## config.mk

```make
export PLATFORM = sky130hd
export DESIGN_NAME = regframe_alloc
export DESIGN_NICKNAME = d
export VERILOG_FILES = /design/src/rtl/regframe_pkg.sv /design/src/rtl/regframe_mstack.sv /design/src/rtl/regframe_ctrl.sv /design/src/rtl/regframe_rename.sv /design/src/rtl/regframe_alloc.sv
export SDC_FILE = /design/constraint.sdc
export NUM_CORES = 1
export LEC_CHECK = 0
export BUFFER_PORTS_ARGS = -buffer_cell sky130_fd_sc_hd__buf_2
export CORE_MARGIN = 5
export CORE_UTILIZATION = 35
export CTS_CLUSTER_DIAMETER = 50
export DETAILED_ROUTE_END_ITERATION = 6
export GPL_ROUTABILITY_DRIVEN = 0
export PLACE_DENSITY = 0.63
export SLEW_MARGIN = 30
export SYNTH_ARGS = -nofsm -noshare
export SYNTH_HDL_FRONTEND = slang
export SYNTH_SLANG_ARGS = --single-unit
```

## constraint.sdc

```tcl
create_clock -name i_clk -period 6.5 [get_ports i_clk]
set_input_delay 0.975 -clock i_clk [delete_from_list [all_inputs] [get_ports i_clk]]
set_output_delay 0.975 -clock i_clk [all_outputs]
set_load 0.02 [all_outputs]
```

## src/rtl/regframe_pkg.sv

```systemverilog
package regframe_pkg;
  localparam int LREG_W      = 7;
  localparam int SZ_W        = 7;
  localparam int STATIC_REGS = 32;
  localparam int MAX_FRAME   = 96;

  typedef enum logic [2:0] {
    OP_NOP   = 3'd0,
    OP_CALL  = 3'd1,
    OP_RET   = 3'd2,
    OP_ALLOC = 3'd3,
    OP_ROT   = 3'd4
  } op_e;

  typedef struct packed {
    logic [SZ_W-1:0] loc;
    logic [SZ_W-1:0] out;
    logic [SZ_W-1:0] rot;
    logic [SZ_W-1:0] rrb;
  } marker_t;
endpackage

```

## src/rtl/regframe_mstack.sv

```systemverilog
module regframe_mstack
  import regframe_pkg::*;
#(
  parameter int DEPTH = 8
) (
  input  logic    clk,
  input  logic    rst,
  input  logic    push,
  input  logic    pop,
  input  marker_t wdata,
  output marker_t top,
  output logic    full,
  output logic    empty
);
  localparam int AW = (DEPTH > 1) ? $clog2(DEPTH) : 1;
  localparam int PW = $clog2(DEPTH + 1);

  marker_t        mem [DEPTH];
  logic [PW-1:0]  sp_q;
  logic [PW-1:0]  spm1;

  assign spm1  = sp_q - 1'b1;
  assign top   = mem[spm1[AW-1:0]];
  assign full  = (sp_q == PW'(DEPTH));
  assign empty = (sp_q == '0);

  // storage without reset so it can map onto RAM
  always_ff @(posedge clk) begin
    if (push) mem[sp_q[AW-1:0]] <= wdata;
  end

  always_ff @(posedge clk) begin
    if (rst)       sp_q <= '0;
    else if (push) sp_q <= sp_q + 1'b1;
    else if (pop)  sp_q <= sp_q - 1'b1;
  end

  a_r8_sp_bound: assert property (@(posedge clk) disable iff (rst)
    int'(sp_q) <= DEPTH);
  a_r5_no_pop_empty: assert property (@(posedge clk) disable iff (rst)
    !(pop && empty));
  a_r8_no_push_full: assert property (@(posedge clk) disable iff (rst)
    !(push && full));
endmodule

```

## src/rtl/regframe_ctrl.sv

```systemverilog
module regframe_ctrl
  import regframe_pkg::*;
#(
  parameter int CAP    = 96,
  parameter int DEPTH  = 8,
  parameter int BASE_W = 7
) (
  input  logic              clk,
  input  logic              rst,
  input  op_e               op,
  input  logic [SZ_W-1:0]   a_loc,
  input  logic [SZ_W-1:0]   a_out,
  input  logic [SZ_W-1:0]   a_rot,
  output marker_t           cur,
  output logic [BASE_W-1:0] base,
  output logic              ovf,
  output logic              unf,
  output logic              ill
);
  localparam int USED_W = $clog2((DEPTH + 1) * MAX_FRAME + 1);
  localparam int SW     = USED_W + 1;
  localparam int BW1    = BASE_W + 1;

  marker_t            cur_q, cur_d, top;
  logic [BASE_W-1:0]  base_q, base_d;
  logic [USED_W-1:0]  used_q, used_d;
  logic               push, pop, full, empty;
  logic               ovf_d, unf_d, ill_d;
  logic [7:0]         tot;
  logic               bad;
  logic [SW-1:0]      need;
  logic [BW1-1:0]     bsum;
  logic [SZ_W-1:0]    rrb_inc;

  regframe_mstack #(.DEPTH(DEPTH)) u_mstack (
    .clk   (clk),
    .rst   (rst),
    .push  (push),
    .pop   (pop),
    .wdata (cur_q),
    .top   (top),
    .full  (full),
    .empty (empty)
  );

  always_comb begin
    cur_d   = cur_q;
    base_d  = base_q;
    used_d  = used_q;
    push    = 1'b0;
    pop     = 1'b0;
    ovf_d   = 1'b0;
    unf_d   = 1'b0;
    ill_d   = 1'b0;
    tot     = {1'b0, a_loc} + {1'b0, a_out};
    bad     = (tot > 8'(MAX_FRAME)) || ({1'b0, a_rot} > tot) || (a_rot[2:0] != 3'd0);
    need    = SW'(used_q) + SW'(tot);
    bsum    = '0;
    rrb_inc = cur_q.rrb + 1'b1;
    case (op)
      OP_CALL: begin
        if (full) begin
          ovf_d = 1'b1;
        end else begin
          push = 1'b1;
          bsum = BW1'(base_q) + BW1'(cur_q.loc);
          if (bsum >= BW1'(CAP)) bsum = bsum - BW1'(CAP);
          base_d = bsum[BASE_W-1:0];
          used_d = used_q + USED_W'(cur_q.loc);
          cur_d  = '{loc: '0, out: cur_q.out, rot: '0, rrb: '0};
        end
      end
      OP_RET: begin
        if (empty) begin
          unf_d = 1'b1;
        end else begin
          pop  = 1'b1;
          bsum = BW1'(base_q) + BW1'(CAP) - BW1'(top.loc);
          if (bsum >= BW1'(CAP)) bsum = bsum - BW1'(CAP);
          base_d = bsum[BASE_W-1:0];
          used_d = used_q - USED_W'(top.loc);
          cur_d  = top;
        end
      end
      OP_ALLOC: begin
        if (bad) begin
          ill_d = 1'b1;
        end else begin
          ovf_d = (need > SW'(CAP));
          cur_d = '{loc: a_loc, out: a_out, rot: a_rot, rrb: '0};
        end
      end
      OP_ROT: begin
        if (cur_q.rot != '0)
          cur_d.rrb = (rrb_inc == cur_q.rot) ? '0 : rrb_inc;
      end
      default: ;
    endcase
  end

  always_ff @(posedge clk) begin
    if (rst) begin
      cur_q  <= '0;
      base_q <= '0;
      used_q <= '0;
      ovf    <= 1'b0;
      unf    <= 1'b0;
      ill    <= 1'b0;
    end else begin
      cur_q  <= cur_d;
      base_q <= base_d;
      used_q <= used_d;
      ovf    <= ovf_d;
      unf    <= unf_d;
      ill    <= ill_d;
    end
  end

  assign cur  = cur_q;
  assign base = base_q;

  a_r4_call_empty_local: assert property (@(posedge clk) disable iff (rst)
    (op == OP_CALL && !full) |=> (cur_q.loc == '0 && cur_q.out == $past(cur_q.out) && cur_q.rot == '0));
  a_r5_underflow_keeps: assert property (@(posedge clk) disable iff (rst)
    (op == OP_RET && empty) |=> (unf && $stable(cur_q) && $stable(base_q)));
  a_r7_illegal_keeps: assert property (@(posedge clk) disable iff (rst)
    (op == OP_ALLOC && bad) |=> (ill && $stable(cur_q) && $stable(base_q)));
  a_r8_full_call_dropped: assert property (@(posedge clk) disable iff (rst)
    (op == OP_CALL && full) |=> (ovf && $stable(cur_q) && $stable(base_q)));
  a_r9_rrb_in_range: assert property (@(posedge clk) disable iff (rst)
    (cur_q.rot == '0) ? (cur_q.rrb == '0) : (cur_q.rrb < cur_q.rot));
  a_r11_one_pulse: assert property (@(posedge clk) disable iff (rst)
    $onehot0({ovf, unf, ill}));
endmodule

```

## src/rtl/regframe_rename.sv

```systemverilog
module regframe_rename
  import regframe_pkg::*;
#(
  parameter int CAP    = 96,
  parameter int BASE_W = 7,
  parameter int PIDX_W = 7
) (
  input  logic              clk,
  input  logic              rst,
  input  logic [LREG_W-1:0] lreg,
  input  marker_t           cur,
  input  logic [BASE_W-1:0] base,
  output logic [PIDX_W-1:0] idx,
  output logic              oof
);
  localparam int PW = BASE_W + 1;

  logic [7:0]        off, size, rot8, t, roff;
  logic [PW-1:0]     p;
  logic              stat, outf;
  logic [PIDX_W-1:0] idx_d;

  always_comb begin
    stat = (lreg < LREG_W'(STATIC_REGS));
    off  = {1'b0, lreg} - 8'(STATIC_REGS);
    size = {1'b0, cur.loc} + {1'b0, cur.out};
    rot8 = {1'b0, cur.rot};
    outf = !stat && (off >= size);
    t    = off + rot8 - {1'b0, cur.rrb};
    if (t >= rot8) t = t - rot8;
    roff = (off < rot8) ? t : off;
    p    = PW'(base) + PW'(roff);
    if (p >= PW'(CAP)) p = p - PW'(CAP);
    if (stat)      idx_d = PIDX_W'(lreg);
    else if (outf) idx_d = '0;
    else           idx_d = PIDX_W'(STATIC_REGS) + PIDX_W'(p);
  end

  always_ff @(posedge clk) begin
    if (rst) begin
      idx <= '0;
      oof <= 1'b0;
    end else begin
      idx <= idx_d;
      oof <= outf;
    end
  end

  a_r1_static_pass: assert property (@(posedge clk) disable iff (rst)
    (lreg < LREG_W'(STATIC_REGS)) |=> (idx == PIDX_W'($past(lreg)) && !oof));
  a_r3_oof_zero: assert property (@(posedge clk) disable iff (rst)
    oof |-> (idx == '0));
  a_r10_idx_range: assert property (@(posedge clk) disable iff (rst)
    int'(idx) < STATIC_REGS + CAP);
endmodule

```

## src/rtl/regframe_alloc.sv

```systemverilog
module regframe_alloc
  import regframe_pkg::*;
#(
  parameter int CAP    = 96,
  parameter int DEPTH  = 8,
  parameter int NPORTS = 2,
  localparam int BASE_W = $clog2(CAP),
  localparam int PIDX_W = $clog2(STATIC_REGS + CAP)
) (
  input  logic                       i_clk,
  input  logic                       i_rst,
  input  logic [2:0]                 i_op,
  input  logic [SZ_W-1:0]            i_alloc_loc,
  input  logic [SZ_W-1:0]            i_alloc_out,
  input  logic [SZ_W-1:0]            i_alloc_rot,
  input  logic [NPORTS*LREG_W-1:0]   i_lreg,
  output logic [NPORTS*PIDX_W-1:0]   o_pidx,
  output logic [NPORTS-1:0]          o_oof,
  output logic                       o_ovf,
  output logic                       o_unf,
  output logic                       o_ill
);
  marker_t           cur;
  logic [BASE_W-1:0] base;

  regframe_ctrl #(.CAP(CAP), .DEPTH(DEPTH), .BASE_W(BASE_W)) u_ctrl (
    .clk   (i_clk),
    .rst   (i_rst),
    .op    (op_e'(i_op)),
    .a_loc (i_alloc_loc),
    .a_out (i_alloc_out),
    .a_rot (i_alloc_rot),
    .cur   (cur),
    .base  (base),
    .ovf   (o_ovf),
    .unf   (o_unf),
    .ill   (o_ill)
  );

  for (genvar g = 0; g < NPORTS; g++) begin : g_port
    regframe_rename #(.CAP(CAP), .BASE_W(BASE_W), .PIDX_W(PIDX_W)) u_rename (
      .clk  (i_clk),
      .rst  (i_rst),
      .lreg (i_lreg[g*LREG_W +: LREG_W]),
      .cur  (cur),
      .base (base),
      .idx  (o_pidx[g*PIDX_W +: PIDX_W]),
      .oof  (o_oof[g])
    );
  end
endmodule

```

==> results of run 1 <==
layout make-up:
class,instances,share of cell area [%]
Multi-Input combinational cell,992,42.3
Timing Repair Buffer,141,4.84
Clock buffer,50,5.24
Sequential cell,292,41.0
Tap cell,615,3.89
Clock inverter,15,0.697
Inverter,107,2.05
per-stage QoR:
step	power, mW	TNS (ns)	setup WS [ns]	utilization [%]	cells
finish	6.64	0	0.393	41.3	2212
floorplan	3.97	0	0.0461	-	1441
CTS	6.63	0	0.201	41.1	2208
detailed placement	4.66	-0.337	-0.133	38.7	2143
global route	7.05	0	0.00262	41.3	2212
global placement	4.61	-0.0245	-0.0245	38.6	2141
worst min-delay path, cell delays in order (launching register included):
cell,delay [ns]
dfxtp_1,0.33
nand2_1,0.06
a21oi_1,0.05
kinds of logic after synthesis:
group / Yosys count / synth area share [%]
buffers and inverters: 157 / 3.68
and+or+nand+nor: 353 / 10.1
DFF: 292 / 47.7
AOI/OAI and AO/OA: 310 / 12.0
xor gates and xnor gates: 79 / 4.08
muxes: 87 / 9.28
adders and majority gates: 163 / 13.1
sequential cells by signal, summed over array words and instances (netlist names):
name / flops
u_ctrl.u_mstack.mem: 224
u_ctrl.cur: 28
g_port.u_rename.idx: 14
u_ctrl.used_q: 10
u_ctrl.base: 7
u_ctrl.u_mstack.sp_q: 4
g_port.u_rename.oof: 2
u_ctrl.ill: 1
u_ctrl.ovf: 1
u_ctrl.unf: 1
cell usage in the layout, fill, tap and decap left out, types with 25 or more instances in the layout:
cell type,count
a211oi_1,38
a21oi_1,116
buf_2,58
buf_4,80
clkbuf_16,37
dfxtp_1,66
edfxtp_1,224
ha_1,138
inv_1,104
mux2i_1,29
mux4_2,56
nand2_1,101
nor2_1,94
nor3_1,27
o21ai_0,43
xnor2_1,52
xor2_1,25
power breakdown:
group	switching, mW	internal, mW
clock network	0.793	1.17
registers	0.0837	2.08
logic	1.38	1.13
total	2.26	4.38
how the worst max path moves through the flow:
stage	cells past startpoint	slack (ns)	end	startpoint
after floorplan	26	0.05	g_port[1].u_rename.idx[5]	i_lreg[8]
after global placement	29	-0.02	g_port[1].u_rename.idx[5]	i_lreg[8]
after detailed placement	29	-0.13	g_port[1].u_rename.idx[5]	i_lreg[8]
after CTS	28	0.20	g_port[1].u_rename.idx[6]	u_ctrl.cur[10]
after global routing	29	0.003	g_port[1].u_rename.idx[5]	u_ctrl.cur[10]
final	29	0.39	g_port[1].u_rename.idx[5]	u_ctrl.cur[10]
metal layers:
| layer | GRT usage (%) | vias up |
|---|---|---|
| met1 | 23.0 | 5800 |
| met4 | 4.18 | 2 |
| li1 | - | 5611 |
| met2 | 26.5 | 470 |
| met3 | 4.23 | 76 |
| met5 | 0 | - |
repair_timing:
action | 4_1_cts | 5_1_grt
gates resized for setup | 0 | 10
buffers inserted | 0 | 4
endpoints found under the setup margin | 0 | 4
hold endpoints to repair | 0 | 0
==> flow_metrics.env, run 1 <==
export IMPL_cp_top_family="compound AO/OA/AOI/OAI gates"
export IMPL_status="finished clean"
export IMPL_design_die_area_sq_mm=0.0529
export IMPL_critPathArrivalTime_ns=6.51
export IMPL_cp_start_kind="flip-flop"
export IMPL_yosysMostFrequentCell="edfxtp_1"
export IMPL_place_hpwl_mm=31.6
export IMPL_min_from="u_ctrl.used_q[8]"
export IMPL_worst_slew_pin_slew_ns=0.925
export IMPL_syn_to_final_growth_pct=16.5
export IMPL_vias_per_cell=5.41
export IMPL_maxCapViolations=0
export IMPL_wl_per_cell_um=20.2
export IMPL_drive_gt1_share_pct=19.2
export IMPL_ant_nets=0
export IMPL_synth_common_cells="224 x edfxtp_1, 139 x ha_1, 118 x a21oi_1"
export IMPL_grt_start_max_net_pins=72
export IMPL_yosys_area_top_type="edfxtp_1"
export IMPL_wl_mm=44.7
export IMPL_yosysWarnings=0
export IMPL_grt_antenna_before_repair=1
export IMPL_ff2ff_path_depth=29
export IMPL_cp_max_fo=10
export IMPL_whs_endpoint="u_ctrl.used_q[8]"
export IMPL_placed_area_sq_mm=0.0185
export IMPL_fillers=4441
export IMPL_cts_tree="yes"
export IMPL_hold_path_cell_count=2
export IMPL_grt_pass1_wl_mm=69.4
export IMPL_remaining_drc_errors=0
export IMPL_nets=1773
export IMPL_ir_worst_vdd_v=0.000215
export IMPL_crit_path_end_kind="flip-flop"
export IMPL_cp_num_buf_inv=5
export IMPL_ctsLongestPathBuffers=3
export IMPL_required_ns=6.90
export IMPL_r2r_slack_ns=0.39
export IMPL_wl_met3_mm=4.07
export IMPL_slew_headroom_pct=38.3
export IMPL_start_util_pct=35.4
export IMPL_synth_nets=1644
export IMPL_powerDensity_mw_per_mm2=336
export IMPL_met1_length_mm=19.6
export IMPL_yosys_top_cells_area="edfxtp_1 40%, ha_1 10%, dfxtp_1 8.0%"
export IMPL_clock_skew_ns=0.0291
export IMPL_timing_rr_start="u_ctrl.cur[10]"
export IMPL_seq_area_frac_synth_pct=47.7
export IMPL_grt_pass1_vias=12000
export IMPL_rsz0062_at_grt="false"
export IMPL_syn_area_per_cell_sq_um=11.8
export IMPL_setup_viol=0
export IMPL_synth_top_area_share_pct=39.7
export IMPL_critPathKind="reg2reg"
export IMPL_diodes=0
export IMPL_grt_ovfl_total=0
export IMPL_syn_instance_count=1441
export IMPL_synthFlopType="edfxtp_1"
export IMPL_r2r_end="g_port[1].u_rename.idx[5]"
export IMPL_path_common_cell="a21oi_1"
export IMPL_holdBufCountCts=0
export IMPL_ys_types=76
export IMPL_hold_violations=0
export IMPL_fin_area_sq_mm=0.0198
export IMPL_die_h_um=230
export IMPL_top_layer="met5"
export IMPL_synth_seq_cells=292
export IMPL_min_period_over_period_pct=94.0
export IMPL_wl_met2_mm=20.0
export IMPL_async_reset_ff_share_pct=0
export IMPL_cts_root_buffer="clkbuf_16"
export IMPL_port_buffers=58
export IMPL_insertion_delay_ns=0.53
export IMPL_top_level_ports=59
export IMPL_via_count=12000
export IMPL_die_x_um=230
export IMPL_syn_area_sq_mm=0.0170
export IMPL_coreArea_sq_mm=0.0478
export IMPL_worst_path_largest_cell_delay_ns=0.49
export IMPL_ff_latch_area_sq_mm=0.00809
export IMPL_cts_sinks=292
export IMPL_slew_viol_final=0
export IMPL_cts_clk_slew_worst_paths_ns=0.06
export IMPL_multi_input_area_sq_mm=0.00836
export IMPL_cts_htree_levels=2
export IMPL_cts_buffers=36
export IMPL_synth_edff_count=224
export IMPL_drtIter0Drc=1071
export IMPL_grt_usage_pct=16.7
export IMPL_dr_pass1_iters=5
export IMPL_hold_path_class="reg2reg"
export IMPL_rows=80
export IMPL_cpMaxStageDelayCell="fa_1"
export IMPL_fmax_mhz=164
export IMPL_timing_hold_ws_ns=0.485
export IMPL_leakage_nw=7.74
export IMPL_period_needed_ns=6.11
Power figures use the tool's default switching activity.
==> run 2, diff against run 1 <==
MAX_ROUTING_LAYER = met4   (was not set)
==> flow_metrics.env, run 2 (synthesized netlist as in run 1, its figures left out) <==
export IMPL_leakage_nw=7.74
export IMPL_syn_to_final_growth_pct=16.6
export IMPL_whs_endpoint="u_ctrl.used_q[8]"
export IMPL_grt_antenna_before_repair=1
export IMPL_ff2ff_path_depth=29
export IMPL_start_util_pct=35.4
export IMPL_cts_clk_slew_worst_paths_ns=0.06
export IMPL_drive_gt1_share_pct=19.2
export IMPL_largest_register_ffs=224
export IMPL_worst_path_largest_cell_delay_ns=0.49
export IMPL_timing_hold_ws_ns=0.485
export IMPL_ctsLongestPathBuffers=3
export IMPL_min_from="u_ctrl.used_q[8]"
export IMPL_period_needed_ns=6.12
export IMPL_slew_viol_final=0
export IMPL_grt_pass1_vias=12000
export IMPL_grt_usage_pct=17.2
export IMPL_cpMaxStageDelayCell="fa_1"
export IMPL_worst_slew_pin_slew_ns=0.921
export IMPL_p_int_mw=4.38
export IMPL_seq_power_share_pct=32.6
export IMPL_via_count=12000
export IMPL_cts_sinks=292
export IMPL_cts_tree="yes"
export IMPL_final_common_cell="edfxtp_1"
export IMPL_grt_pass1_wl_mm=69.4
export IMPL_holdBufCountCts=0
export IMPL_remaining_drc_errors=0
export IMPL_rsz0062_at_grt="false"
export IMPL_insertion_delay_ns=0.53
export IMPL_fin_area_sq_mm=0.0198
export IMPL_p_sw_mw=2.26
export IMPL_switching_share_pct=34.0
export IMPL_timing_rr_start="u_ctrl.cur[10]"
export IMPL_ant_nets=0
export IMPL_top_level_ports=59
export IMPL_rows=80
export IMPL_critPathKind="reg2reg"
export IMPL_maxCapViolations=0
export IMPL_drtIter0Drc=1086
export IMPL_hold_violations=0
export IMPL_clock_skew_ns=0.0269
export IMPL_min_period_over_period_pct=94.2
export IMPL_nets=1773
export IMPL_multi_input_area_sq_mm=0.00836
export IMPL_r2r_slack_ns=0.38
export IMPL_mostFrequentLayoutCells="224 x edfxtp_1, 138 x ha_1, 116 x a21oi_1"
export IMPL_path_common_cell="a21oi_1"
export IMPL_critPathArrivalTime_ns=6.52
export IMPL_required_ns=6.90
export IMPL_p_total_mw=6.64
export IMPL_crit_path_end_kind="flip-flop"
export IMPL_wl_per_cell_um=20.2
export IMPL_hold_path_cell_count=2
export IMPL_slew_headroom_pct=38.6
export IMPL_fillers=4441
export IMPL_power_frac_clock_pct=29.5
export IMPL_design_die_area_sq_mm=0.0529
export IMPL_setup_viol=0
export IMPL_ir_worst_vdd_v=0.000215
export IMPL_dr_pass1_iters=5
export IMPL_coreArea_sq_mm=0.0478
export IMPL_fmax_mhz=163
export IMPL_place_hpwl_mm=31.6
export IMPL_grt_ovfl_total=0
export IMPL_cp_max_fo=10
export IMPL_hold_path_class="reg2reg"
export IMPL_pre_cts_ws_ns=-0.133
export IMPL_p_comb_share_pct=37.9
export IMPL_r2r_end="g_port[1].u_rename.idx[5]"
export IMPL_placed_area_sq_mm=0.0185
export IMPL_setup_ws_ns=0.380
export IMPL_status="finished clean"
export IMPL_die_x_um=230
export IMPL_vias_per_cell=5.42
export IMPL_cts_htree_levels=2
export IMPL_cp_start_kind="flip-flop"
export IMPL_ff_latch_area_sq_mm=0.00809
export IMPL_cts_buffers=36
export IMPL_die_h_um=230
export IMPL_powerDensity_mw_per_mm2=336
export IMPL_port_buffers=58
export IMPL_wl_mm=44.6
export IMPL_cts_root_buffer="clkbuf_16"
export IMPL_grt_start_max_net_pins=72
-- run 2: layer usage --
layer,wire length [um],vias to the layer above,global-route usage (%)
met1,20000,5864,23.0
met3,3670,74,4.16
li1,-,5613,-
met2,19900,453,26.5
met5,0,-,-
met4,1010,0,4.17
-- run 2: area by class of cell --
class | instances | area share, %
Inverter | 107 | 2.05
Clock inverter | 15 | 0.697
Multi-Input combinational cell | 992 | 42.3
Clock buffer | 50 | 5.24
Antenna cell | 1 | 0.0127
Tap cell | 615 | 3.89
Timing Repair Buffer | 141 | 4.84
Sequential cell | 292 | 41.0
-- run 2: power by group through the flow --
| stage | clock network (mW) | logic (mW) | registers (mW) |
|---|---|---|---|
| finish | 1.96 | 2.51 | 2.17 |
| global route | 2.08 | 2.80 | 2.18 |
| CTS | 1.99 | 2.47 | 2.17 |
| detailed placement | 0 | 2.45 | 2.20 |
| global placement | 0 | 2.41 | 2.20 |
| floorplan | 0 | 1.77 | 2.20 |
-- run 2: worst max path at each step --
stage / from / end / slack (ns)
3_3_place_gp: i_lreg[8] / g_port[1].u_rename.idx[5] / -0.02
4_1_cts: u_ctrl.cur[10] / g_port[1].u_rename.idx[6] / 0.20
6_report: u_ctrl.cur[10] / g_port[1].u_rename.idx[5] / 0.38
5_1_grt: u_ctrl.cur[10] / g_port[1].u_rename.idx[5] / 0.003
2_1_floorplan: i_lreg[8] / g_port[1].u_rename.idx[5] / 0.05
3_5_place_dp: i_lreg[8] / g_port[1].u_rename.idx[5] / -0.13
-- run 2: per-stage QoR --
stage               std cells  TNS (ns)  util (%)
floorplan                1441         0         -
global placement         2141   -0.0245      38.6
detailed placement       2143    -0.337      38.7
CTS                      2208         0      41.1
global route             2213         0      41.3
finish                   2213         0      41.3
-- run 2: repair_timing --
action	4_1_cts	5_1_grt
setup buffers	0	4
endpoints found under the setup margin	0	4
resized for setup	0	10
-- run 2: worst max-delay path, delay by kind of cell, from the launching register on --
family	cells	cell delay [ns]
xor+xnor	1	0.14
buf+inv	5	0.62
compound gates	11	1.76
fa+ha+maj	4	1.44
simple gates	8	1.52
flops	1	0.47
